### src/rtl/dmx_pkg.sv
package dmx_pkg;
  localparam int DW    = 32;
  localparam int SZ_W  = 3;
  localparam int MOD_W = 5;

  typedef enum logic [2:0] {
    ST_IDLE  = 3'd0,
    ST_LOAD  = 3'd1,
    ST_READ  = 3'd2,
    ST_WRITE = 3'd3,
    ST_WBACK = 3'd4
  } eng_st_e;

  // Reduce a 3-bit size code to a log2 byte count of 0..2.
  function automatic logic [1:0] clip_size(input logic [SZ_W-1:0] code);
    logic [1:0] r;
    if (code >= 3'd2) r = 2'd2;
    else              r = code[1:0];
    return r;
  endfunction

  function automatic logic [1:0] min_size(input logic [1:0] a, input logic [1:0] b);
    return (a < b) ? a : b;
  endfunction
endpackage

### src/rtl/dmx_addr_step.sv
module dmx_addr_step #(
  parameter int AW    = 32,
  parameter int MOD_W = 5
) (
  input  logic [AW-1:0]    addr_i,
  input  logic [MOD_W-1:0] mod_i,
  input  logic [2:0]       bytes_i,
  output logic [AW-1:0]    addr_o
);
  logic [AW-1:0] low_mask;
  logic [AW-1:0] sum;

  always_comb begin
    if (mod_i == '0) low_mask = '1;
    else             low_mask = (AW'(1) << mod_i) - AW'(1);
    sum    = addr_i + AW'(bytes_i);
    addr_o = (addr_i & ~low_mask) | (sum & low_mask);
  end
endmodule

### src/rtl/dmx_byte_cnt.sv
module dmx_byte_cnt #(
  parameter int CNT_W = 32
) (
  input  logic             clk,
  input  logic             rst_n,
  input  logic             load_i,
  input  logic [CNT_W-1:0] nbytes_i,
  input  logic             dec_i,
  input  logic [1:0]       cap_i,
  output logic [1:0]       eff_o,
  output logic [2:0]       bytes_o,
  output logic             last_o
);
  localparam int RW = CNT_W + 1;

  logic [RW-1:0] rem_q;
  logic [RW-1:0] rem_d;
  logic          rem_en;
  logic          fits4;
  logic          fits2;

  always_comb begin
    fits4 = (rem_q >= RW'(4));
    fits2 = (rem_q >= RW'(2));
    if (cap_i == 2'd2 && fits4)      eff_o = 2'd2;
    else if (cap_i != 2'd0 && fits2) eff_o = 2'd1;
    else                             eff_o = 2'd0;
    bytes_o = 3'(1) << eff_o;
    last_o  = (rem_q == RW'(bytes_o));
  end

  always_comb begin
    rem_en = load_i | dec_i;
    rem_d  = rem_q;
    if (load_i) begin
      if (nbytes_i == '0) rem_d = {1'b1, {CNT_W{1'b0}}};
      else                rem_d = {1'b0, nbytes_i};
    end else if (dec_i) begin
      rem_d = rem_q - RW'(bytes_o);
    end
  end

  always_ff @(posedge clk or negedge rst_n) begin
    if (!rst_n)      rem_q <= '0;
    else if (rem_en) rem_q <= rem_d;
  end

  // a beat never takes more bytes than remain
  p_no_underflow_r5: assert property (@(posedge clk) disable iff (!rst_n)
    dec_i |-> (rem_q >= RW'(bytes_o)));

  // a non-final beat leaves bytes to move
  p_not_empty_r5: assert property (@(posedge clk) disable iff (!rst_n)
    (dec_i && !last_o) |=> (rem_q != '0));
endmodule

### src/rtl/dmx_minor_engine.sv
module dmx_minor_engine
  import dmx_pkg::*;
#(
  parameter int AW    = 32,
  parameter int CNT_W = 32,
  parameter int CIT_W = 16
) (
  input  logic              clk,
  input  logic              rst_n,
  input  logic              svc_req_i,
  input  logic              stall_i,
  output logic              desc_rd_o,
  input  logic [AW-1:0]     desc_saddr_i,
  input  logic [AW-1:0]     desc_daddr_i,
  input  logic [CNT_W-1:0]  desc_nbytes_i,
  input  logic [CIT_W-1:0]  desc_citer_i,
  input  logic [SZ_W-1:0]   desc_ssize_i,
  input  logic [SZ_W-1:0]   desc_dsize_i,
  input  logic [MOD_W-1:0]  desc_smod_i,
  input  logic [MOD_W-1:0]  desc_dmod_i,
  output logic              desc_wr_o,
  output logic [AW-1:0]     desc_wsaddr_o,
  output logic [AW-1:0]     desc_wdaddr_o,
  output logic [CIT_W-1:0]  desc_wciter_o,
  output logic              mem_rd_o,
  output logic [AW-1:0]     mem_raddr_o,
  input  logic [DW-1:0]     mem_rdata_i,
  output logic              mem_wr_o,
  output logic [AW-1:0]     mem_waddr_o,
  output logic [DW-1:0]     mem_wdata_o,
  output logic [1:0]        mem_size_o,
  output logic              done_o
);
  localparam int NSIDE = 2;

  eng_st_e          st_q, st_d;
  logic             pend_q, pend_d;
  logic [AW-1:0]    sa_q, sa_d, da_q, da_d;
  logic [CIT_W-1:0] cit_q, cit_d, cit_nx;
  logic [MOD_W-1:0] smod_q, smod_d, dmod_q, dmod_d;
  logic [1:0]       cap_q, cap_d;
  logic [DW-1:0]    hold_q, hold_d;

  logic             adr_en, cfg_en, hold_en;
  logic             cnt_load, cnt_dec;
  logic [1:0]       eff_sz;
  logic [2:0]       beat_bytes;
  logic             beat_last;

  logic [AW-1:0]    step_in  [NSIDE];
  logic [AW-1:0]    step_out [NSIDE];
  logic [MOD_W-1:0] step_mod [NSIDE];

  assign step_in[0]  = sa_q;
  assign step_in[1]  = da_q;
  assign step_mod[0] = smod_q;
  assign step_mod[1] = dmod_q;

  for (genvar gi = 0; gi < NSIDE; gi++) begin : g_side
    dmx_addr_step #(.AW(AW), .MOD_W(MOD_W)) u_step (
      .addr_i  (step_in[gi]),
      .mod_i   (step_mod[gi]),
      .bytes_i (beat_bytes),
      .addr_o  (step_out[gi])
    );
  end

  dmx_byte_cnt #(.CNT_W(CNT_W)) u_cnt (
    .clk      (clk),
    .rst_n    (rst_n),
    .load_i   (cnt_load),
    .nbytes_i (desc_nbytes_i),
    .dec_i    (cnt_dec),
    .cap_i    (cap_q),
    .eff_o    (eff_sz),
    .bytes_o  (beat_bytes),
    .last_o   (beat_last)
  );

  assign cit_nx = (cit_q == '0) ? '0 : (cit_q - CIT_W'(1));

  // Next-state and strobe logic
  always_comb begin
    st_d      = st_q;
    pend_d    = pend_q;
    sa_d      = sa_q;
    da_d      = da_q;
    cit_d     = cit_q;
    smod_d    = smod_q;
    dmod_d    = dmod_q;
    cap_d     = cap_q;
    hold_d    = hold_q;
    adr_en    = 1'b0;
    cfg_en    = 1'b0;
    hold_en   = 1'b0;
    cnt_load  = 1'b0;
    cnt_dec   = 1'b0;
    desc_rd_o = 1'b0;
    desc_wr_o = 1'b0;
    mem_rd_o  = 1'b0;
    mem_wr_o  = 1'b0;
    done_o    = 1'b0;

    if (st_q != ST_IDLE && svc_req_i) pend_d = 1'b1;

    case (st_q)
      ST_IDLE: begin
        if (svc_req_i || pend_q) begin
          st_d   = ST_LOAD;
          pend_d = 1'b0;
        end
      end
      ST_LOAD: begin
        desc_rd_o = 1'b1;
        adr_en    = 1'b1;
        cfg_en    = 1'b1;
        cnt_load  = 1'b1;
        sa_d      = desc_saddr_i;
        da_d      = desc_daddr_i;
        cit_d     = desc_citer_i;
        smod_d    = desc_smod_i;
        dmod_d    = desc_dmod_i;
        cap_d     = min_size(clip_size(desc_ssize_i), clip_size(desc_dsize_i));
        st_d      = ST_READ;
      end
      ST_READ: begin
        if (!stall_i) begin
          mem_rd_o = 1'b1;
          hold_en  = 1'b1;
          hold_d   = mem_rdata_i;
          st_d     = ST_WRITE;
        end
      end
      ST_WRITE: begin
        if (!stall_i) begin
          mem_wr_o = 1'b1;
          cnt_dec  = 1'b1;
          adr_en   = 1'b1;
          sa_d     = step_out[0];
          da_d     = step_out[1];
          st_d     = beat_last ? ST_WBACK : ST_READ;
        end
      end
      ST_WBACK: begin
        desc_wr_o = 1'b1;
        done_o    = (cit_nx == '0);
        st_d      = ST_IDLE;
      end
      default: st_d = ST_IDLE;
    endcase
  end

  always_comb begin
    mem_raddr_o   = sa_q;
    mem_waddr_o   = da_q;
    mem_wdata_o   = hold_q;
    mem_size_o    = (mem_rd_o || mem_wr_o) ? eff_sz : 2'd0;
    desc_wsaddr_o = sa_q;
    desc_wdaddr_o = da_q;
    desc_wciter_o = cit_nx;
  end

  // Control registers
  always_ff @(posedge clk or negedge rst_n) begin
    if (!rst_n) begin
      st_q   <= ST_IDLE;
      pend_q <= 1'b0;
    end else begin
      st_q   <= st_d;
      pend_q <= pend_d;
    end
  end

  // Datapath registers with explicit enables
  always_ff @(posedge clk) begin
    if (adr_en) begin
      sa_q <= sa_d;
      da_q <= da_d;
    end
    if (cfg_en) begin
      cit_q  <= cit_d;
      smod_q <= smod_d;
      dmod_q <= dmod_d;
      cap_q  <= cap_d;
    end
    if (hold_en) hold_q <= hold_d;
  end

  // Assertions
  logic [AW-1:0] src_hi;
  assign src_hi = ~((AW'(1) << smod_q) - AW'(1));

  p_rw_excl_r2: assert property (@(posedge clk) disable iff (!rst_n)
    !(mem_rd_o && mem_wr_o));

  p_stall_hold_r6: assert property (@(posedge clk) disable iff (!rst_n)
    (stall_i && (st_q == ST_READ || st_q == ST_WRITE)) |=> $stable(st_q));

  p_mod_fence_r4: assert property (@(posedge clk) disable iff (!rst_n)
    (mem_wr_o && smod_q != '0) |=> ((sa_q & src_hi) == ($past(sa_q) & src_hi)));

  p_pend_keep_r7: assert property (@(posedge clk) disable iff (!rst_n)
    (svc_req_i && st_q != ST_IDLE) |=> pend_q);

  p_wb_after_wr_r8: assert property (@(posedge clk) disable iff (!rst_n)
    desc_wr_o |-> $past(mem_wr_o));

  p_done_zero_r9: assert property (@(posedge clk) disable iff (!rst_n)
    done_o |-> (desc_wr_o && desc_wciter_o == '0));

  p_load_quiet_r1: assert property (@(posedge clk) disable iff (!rst_n)
    desc_rd_o |-> (!mem_rd_o && !mem_wr_o && !desc_wr_o));
endmodule

### config.mk
export PLATFORM = sky130hd
export DESIGN_NAME = dmx_minor_engine
export DESIGN_NICKNAME = d
export VERILOG_FILES = /design/src/rtl/dmx_pkg.sv /design/src/rtl/dmx_addr_step.sv /design/src/rtl/dmx_byte_cnt.sv /design/src/rtl/dmx_minor_engine.sv
export SDC_FILE = /design/constraint.sdc
export NUM_CORES = 1
export LEC_CHECK = 0
export BUFFER_PORTS_ARGS = -buffer_cell sky130_fd_sc_hd__buf_2
export CAP_MARGIN = 20
export CORE_MARGIN = 3
export CORE_UTILIZATION = 45
export DETAILED_ROUTE_END_ITERATION = 16
export PLACE_DENSITY = 0.73
export SLEW_MARGIN = 10
export SYNTH_ARGS = -nofsm -noshare
export SYNTH_HDL_FRONTEND = slang
export SYNTH_SLANG_ARGS = --single-unit
### constraint.sdc
create_clock -name clk -period 9.8 [get_ports clk]
set_clock_uncertainty 0.05 [all_clocks]
set_input_delay 0.98 -clock clk [delete_from_list [all_inputs] [get_ports clk]]
set_output_delay 0.98 -clock clk [all_outputs]
set_load 0.02 [all_outputs]
==> impl_metrics.tcl, run 1 <==
set metrics [dict create \
    clockBufferDepth 2 \
    crit_path_start_kind "flop" \
    final_core_util_pct 55.3 \
    coreArea_um2 22900 \
    synth_area_leaders "edfxtp_1, dfrtp_1, nor2_1" \
    yosysTopAreaCellShare_pct 35.0 \
    num_rows 55 \
    fin_crit_sh_pct 52.5 \
    setup_viol 0 \
    swShare_pct 40.5 \
    synth_area_leader_cell "edfxtp_1" \
    syn_nets 1368 \
    maxCapViolCount 0 \
    globalRouteOverflowTotal 0 \
    hold_path_class "reg2reg" \
    start_util_pct 46.4 \
    ys_types 67 \
    nNetsFinal 1605 \
    grt_max_degree 92 \
    firstDrtPassIters 6 \
    die_area_um2 25500 \
    cts_made_buffers 17 \
    yosys-top-cells-count "nor2_1, nand2_1, edfxtp_1, a21oi_1, buf_4" \
    critPathKind "reg2reg" \
    synth_ff_type "edfxtp_1" \
    power.density_nw_per_um2 218 \
    syn-cell-area_um2 10600 \
    synth_edf_count 124 \
    vias_per_cell 5.84 \
    min_path_cells 1 \
    power_frac_clock_pct 26.1 \
    p_sw_mw 1.12 \
    p_seq_share_pct 38.0 \
    worst_pin_slew_ns 1.04 \
    drc_errors 0 \
    wl_per_cell_um 18.6 \
    port_buffers 346 \
    io_pins 347 \
    vias 10230 \
    worstPathRequired_ns 9.99 \
    finalWirelength_um 32600 \
    syn_to_final_growth_pct 19.2 \
    track_usage_pct 24.3 \
    path_cells "or4_4 > nor4_1 > nand3_1 > o311ai_0 > inv_1 > ha_1 > a21o_1 > nand2_1 > nor3_1 > nand4_1 > xor2_1 > a211oi_1" \
    finalCriticalPeriod_ns 5.15 \
    irDropWorstVdd_uv 125 \
    grt_pass1_wl_um 50900 \
    h-tree-depth 4 \
    async_flop_share_pct 23.0 \
    finalWorstSetupSlack_ns 4.65 \
    ant_nets 0 \
    place_ws_ns 4.70 \
    fmax_ghz 0.194 \
    synth_most_common_cell "nor2_1" \
    cts_setup_buffers 0 \
    die_w_um 160 \
    clock_latency_ns 0.43 \
    crit_fanout 8 \
    cts_root_buffer "clkbuf_16" \
    synth_seq_cells 161 \
    fin_tns_setup_ns 0 \
    postCtsHoldBufs 0 \
    reg2regPathDepth 12 \
    antenna_found_initial 0 \
    path_clk_slew_ns 0.07 \
    grt_pass1_vias 9515 \
    drv_slew 0 \
    p_int_mw 1.64 \
    syn_area_per_cell_um2 8.96 \
    rsz0062_at_grt "no" \
    tritoncts "done" \
    yosysSeqAreaShare_pct 43.7 \
    cts_resized 0 \
    clock-sinks 161 \
    cp-end-kind "flop" \
    status "finished, final reports clean" \
    power_leakage_nw 5.16 \
    netlist_instances 1187 \
    gp_congestion 0.895 \
    dp_hpwl_um 23600 \
    cp_slowest_cell "o311ai_0" \
    drive_gt1_share_pct 28.3 \
    drt_iter0_markers 1154 \
    ys_warn_count 0 \
    fp.dieH_um 160 \
    hold_viol 0 \
    cpPeakStageDelay_ns 0.73 \
    p_comb_share_pct 35.9 \
    max_slew_margin_pct 30.6 \
    crit_arrival_ns 5.34 \
]
## cell families (layout without fill, tap and decap cells)
| family | count (synthesis) | in the layout | share of synthesized area (%) |
|---|---|---|---|
| AND/OR/NAND/NOR | 472 | 472 | 21.5 |
| AO/OA/AOI/OAI | 311 | 311 | 18.9 |
| XOR/XNOR | 67 | 67 | 5.52 |
| adder cells (fa/ha/maj) | 17 | 17 | 2.21 |
| multiplexers | 3 | 3 | 0.294 |
| buffers and inverters | 156 | 406 | 7.88 |
| flip-flops | 161 | 161 | 43.7 |
| other | 0 | 1 | 0 |
## worst paths after layout
path | start | to | slack (ns)
setup / recovery | u_cnt.rem_q[9]$_DFFE_PN0P_ | flop | 4.65
hold / removal | st_q[2]$_DFFE_PN0P_ | st_q[0]$_DFFE_PN0P_ | 0.46
setup reg to reg | u_cnt.rem_q[9]$_DFFE_PN0P_ | flop | 4.65
hold reg to reg | st_q[2]$_DFFE_PN0P_ | st_q[0]$_DFFE_PN0P_ | 0.46
max in group asynchronous | rst_n | st_q[1]$_DFFE_PN0P_ | 8.54
min in group asynchronous | rst_n | u_cnt.rem_q[20]$_DFFE_PN0P_ | 0.60
## worst max-delay path: cells and delay by family (launching register included)
kind	cells	cell delay, ns
AND/OR/NAND/NOR	6	2.56
adder cells (fa/ha/maj)	1	0.38
buffers and inverters	1	0.20
XOR/XNOR	1	0.18
flip-flops	1	0.38
AO/OA/AOI/OAI	3	1.19
## power groups by stage
stage	Sequential, mW	Combinational [mW]	Clock (mW)
3_3_place_gp	1.05	0.975	0
3_5_place_dp	1.06	0.987	0
6_report	1.05	0.992	0.721
2_1_floorplan	1.13	0.656	0
4_1_cts	1.05	0.990	0.731
5_1_grt	1.07	1.08	0.762
## final cells by class
class,instances,area (µm²)
diodes,1,2.50
multi-input cells,870,5160
repair buffers,351,1770
fillers,2167,10200
clock buffers,17,425
clock inverters,15,195
flip-flops and latches,161,4650
well taps,313,392
inverters,23,86.3
## layout by cell type, fill, tap and decap left out, types with 24 or more instances in the layout
master / instances
nor2_1: 135
xnor2_1: 31
o31ai_1: 42
xor2_1: 36
nor3_1: 24
nand3_1: 43
a21oi_1: 101
buf_2: 347
dfrtp_1: 37
nand2_1: 125
edfxtp_1: 124
o21ai_0: 50
nor4_1: 25
## stage by stage
step / cells / total power, mW / cell area, µm² / hold slack, ns
after floorplan: 1187 / 1.78 / 10600 / 0.416
after detailed placement: 1718 / 2.05 / 12100 / 0.448
after global placement: 1717 / 2.03 / 12100 / 0.444
final: 1751 / 2.76 / 12700 / 0.455
after CTS: 1750 / 2.77 / 12700 / 0.458
after global routing: 1750 / 2.90 / 12700 / 0.489
## metal layers
metal  routed length, µm  global-route usage [%]  up-vias
met4                 376                    5.33        0
met1               13400                    32.5     4888
met2               16400                    42.1      502
li1                    -                       -     4808
met3                2480                    3.74       32
met5                   0                       0        -
No activity file was read; power rests on OpenSTA's default activity.
==> run 2, diff against run 1 <==
Clock period 9.8 ns to 5 ns, I/O delays scaled along.
==> impl_metrics.tcl, run 2 (synthesis results as in run 1) <==
set metrics [dict create \
    cts_setup_buffers 0 \
    hold_path_class "in2async" \
    vias_per_cell 5.82 \
    grt-busiest-layer "met2" \
    drc_errors 0 \
    antenna_cells 0 \
    finalCriticalPeriod_ns 4.50 \
    worstPathRequired_ns 5.21 \
    multi_input_area_um2 5160 \
    status "finished, final reports clean" \
    cp-end-kind "flop" \
    nNetsFinal 1616 \
    clock_latency_ns 0.43 \
    drt_iter0_markers 1085 \
    regArea_um2 4650 \
    coreArea_um2 22900 \
    vias 10254 \
    crit_path_start_kind "flop" \
    drive_gt1_share_pct 28.8 \
    nFillCells 2121 \
    worst_pin_slew_ns 1.06 \
    start_util_pct 46.4 \
    track_usage_pct 24.7 \
    grt_pass1_wl_um 51500 \
    tritoncts "done" \
    crit_fanout 9 \
    maxCapViolCount 0 \
    grt_max_degree 91 \
    cts_root_buffer "clkbuf_16" \
    max_slew_margin_pct 29.5 \
    port_buffers 346 \
    critPathKind "reg2reg" \
    clock-sinks 161 \
    drv_slew 0 \
    irDropWorstVdd_uv 197 \
    cts_made_buffers 17 \
    hold_viol 0 \
    die_w_um 160 \
    fmax_ghz 0.222 \
    layout_common_cells "buf_2, nor2_1, nand2_1, edfxtp_1, a21oi_1" \
    crit_arrival_ns 4.71 \
    firstDrtPassIters 5 \
    gp_congestion 0.887 \
    gr-usage-met3_pct 3.99 \
    antenna_found_initial 0 \
    h-tree-depth 4 \
    fin_crit_sh_pct 90.0 \
    power_leakage_nw 5.21 \
    power.density_nw_per_um2 422 \
    finalWirelength_um 32600 \
    use_met2_pct 42.2 \
    num_rows 55 \
    syn_to_final_growth_pct 19.7 \
    io_pins 347 \
    fin_tns_setup_ns 0 \
    place_ws_ns 0.508 \
    path_clk_slew_ns 0.07 \
    final_common_cell "buf_2" \
    ant_nets 0 \
    setup_viol 0 \
    globalRouteOverflowTotal 0 \
    grtUsageMet1_pct 32.2 \
    wl_per_cell_um 18.5 \
    die_area_um2 25500 \
    postCtsHoldBufs 0 \
    cts_resized 0 \
    fp.dieH_um 160 \
    finalWorstSetupSlack_ns 0.501 \
    clockBufferDepth 2 \
    grt_pass1_vias 9694 \
    dp_hpwl_um 23900 \
    rsz0062_at_grt "no" \
]
-- run 2: cell count changes in the layout (fill, tap and decap cells not counted) --
| cell | change |
|---|---|
| inv_8 | -1 |
| bufinv_16 | -1 |
| clkinv_1 | +1 |
| clkinvlp_4 | -2 |
| buf_4 | +11 |
| clkinv_2 | +1 |
| inv_6 | +2 |
| diode_2 | -1 |
-- run 2: worst paths after layout --
path	start	end	slack [ns]	cells after the start
min in group clk	desc_smod_i[1]	smod_q[1]$_DFFE_PP_	0.19	1
worst min register to register	pend_q$_DFF_PN0_	pend_q$_DFF_PN0_	0.46	1
worst max register to register	u_cnt.rem_q[9]$_DFFE_PN0P_	flop	0.50	16
worst min-delay path	rst_n	u_cnt.rem_q[19]$_DFFE_PN0P_	0.13	1
worst max-delay path	u_cnt.rem_q[9]$_DFFE_PN0P_	flop	0.50	16
max in group asynchronous	rst_n	st_q[1]$_DFFE_PN0P_	4.22	1
-- run 2: area by class of cell --
type                       count  area share [%]
multi-input combinational    870            40.6
clock inverter                15            1.30
clock buffer                  17            3.34
inverter                      23           0.678
timing repair buffer         362            14.5
sequential                   161            36.5
tap                          313            3.08
-- run 2: where the power goes --
| group | switching (mW) | total, mW | internal (mW) |
|---|---|---|---|
| logic | 1.32 | 1.96 | 0.636 |
| registers | 0.267 | 2.05 | 1.79 |
| clock network | 0.602 | 1.35 | 0.750 |
| total | 2.19 | 5.37 | 3.17 |
-- run 2: layer usage --
metal / wire (µm) / share of wire, %
met5: 0 / 0
met1: 13100 / 40
met3: 2620 / 8.1
met4: 693 / 2.1
met2: 16200 / 50
-- run 2: stage by stage --
stage	util (%)	instances	hold WS, ns	cell area (µm²)	total power, mW
after detailed placement	53.0	1729	0.444	12100	4.03
after CTS	55.6	1761	0.138	12700	5.39
after global routing	55.6	1761	0.165	12700	5.65
after global placement	53.0	1728	0.439	12100	3.99
final	55.6	1761	0.129	12700	5.37
after floorplan	-	1187	0.154	10600	3.49
-- run 2: critical path, cell delays in order, from the launching register on --
cell and delay, ns:
dfrtp_1 0.39, or4_4 0.59, nor4_1 0.25, buf_4 0.18
nand3_1 0.17, nor4_1 0.37, o21bai_1 0.23, inv_1 0.09
buf_4 0.17, fa_1 0.39, a21oi_1 0.33, nor2b_1 0.08
buf_4 0.16, and2_1 0.25, and4_1 0.27, xnor2_1 0.12
a211oi_1 0.23
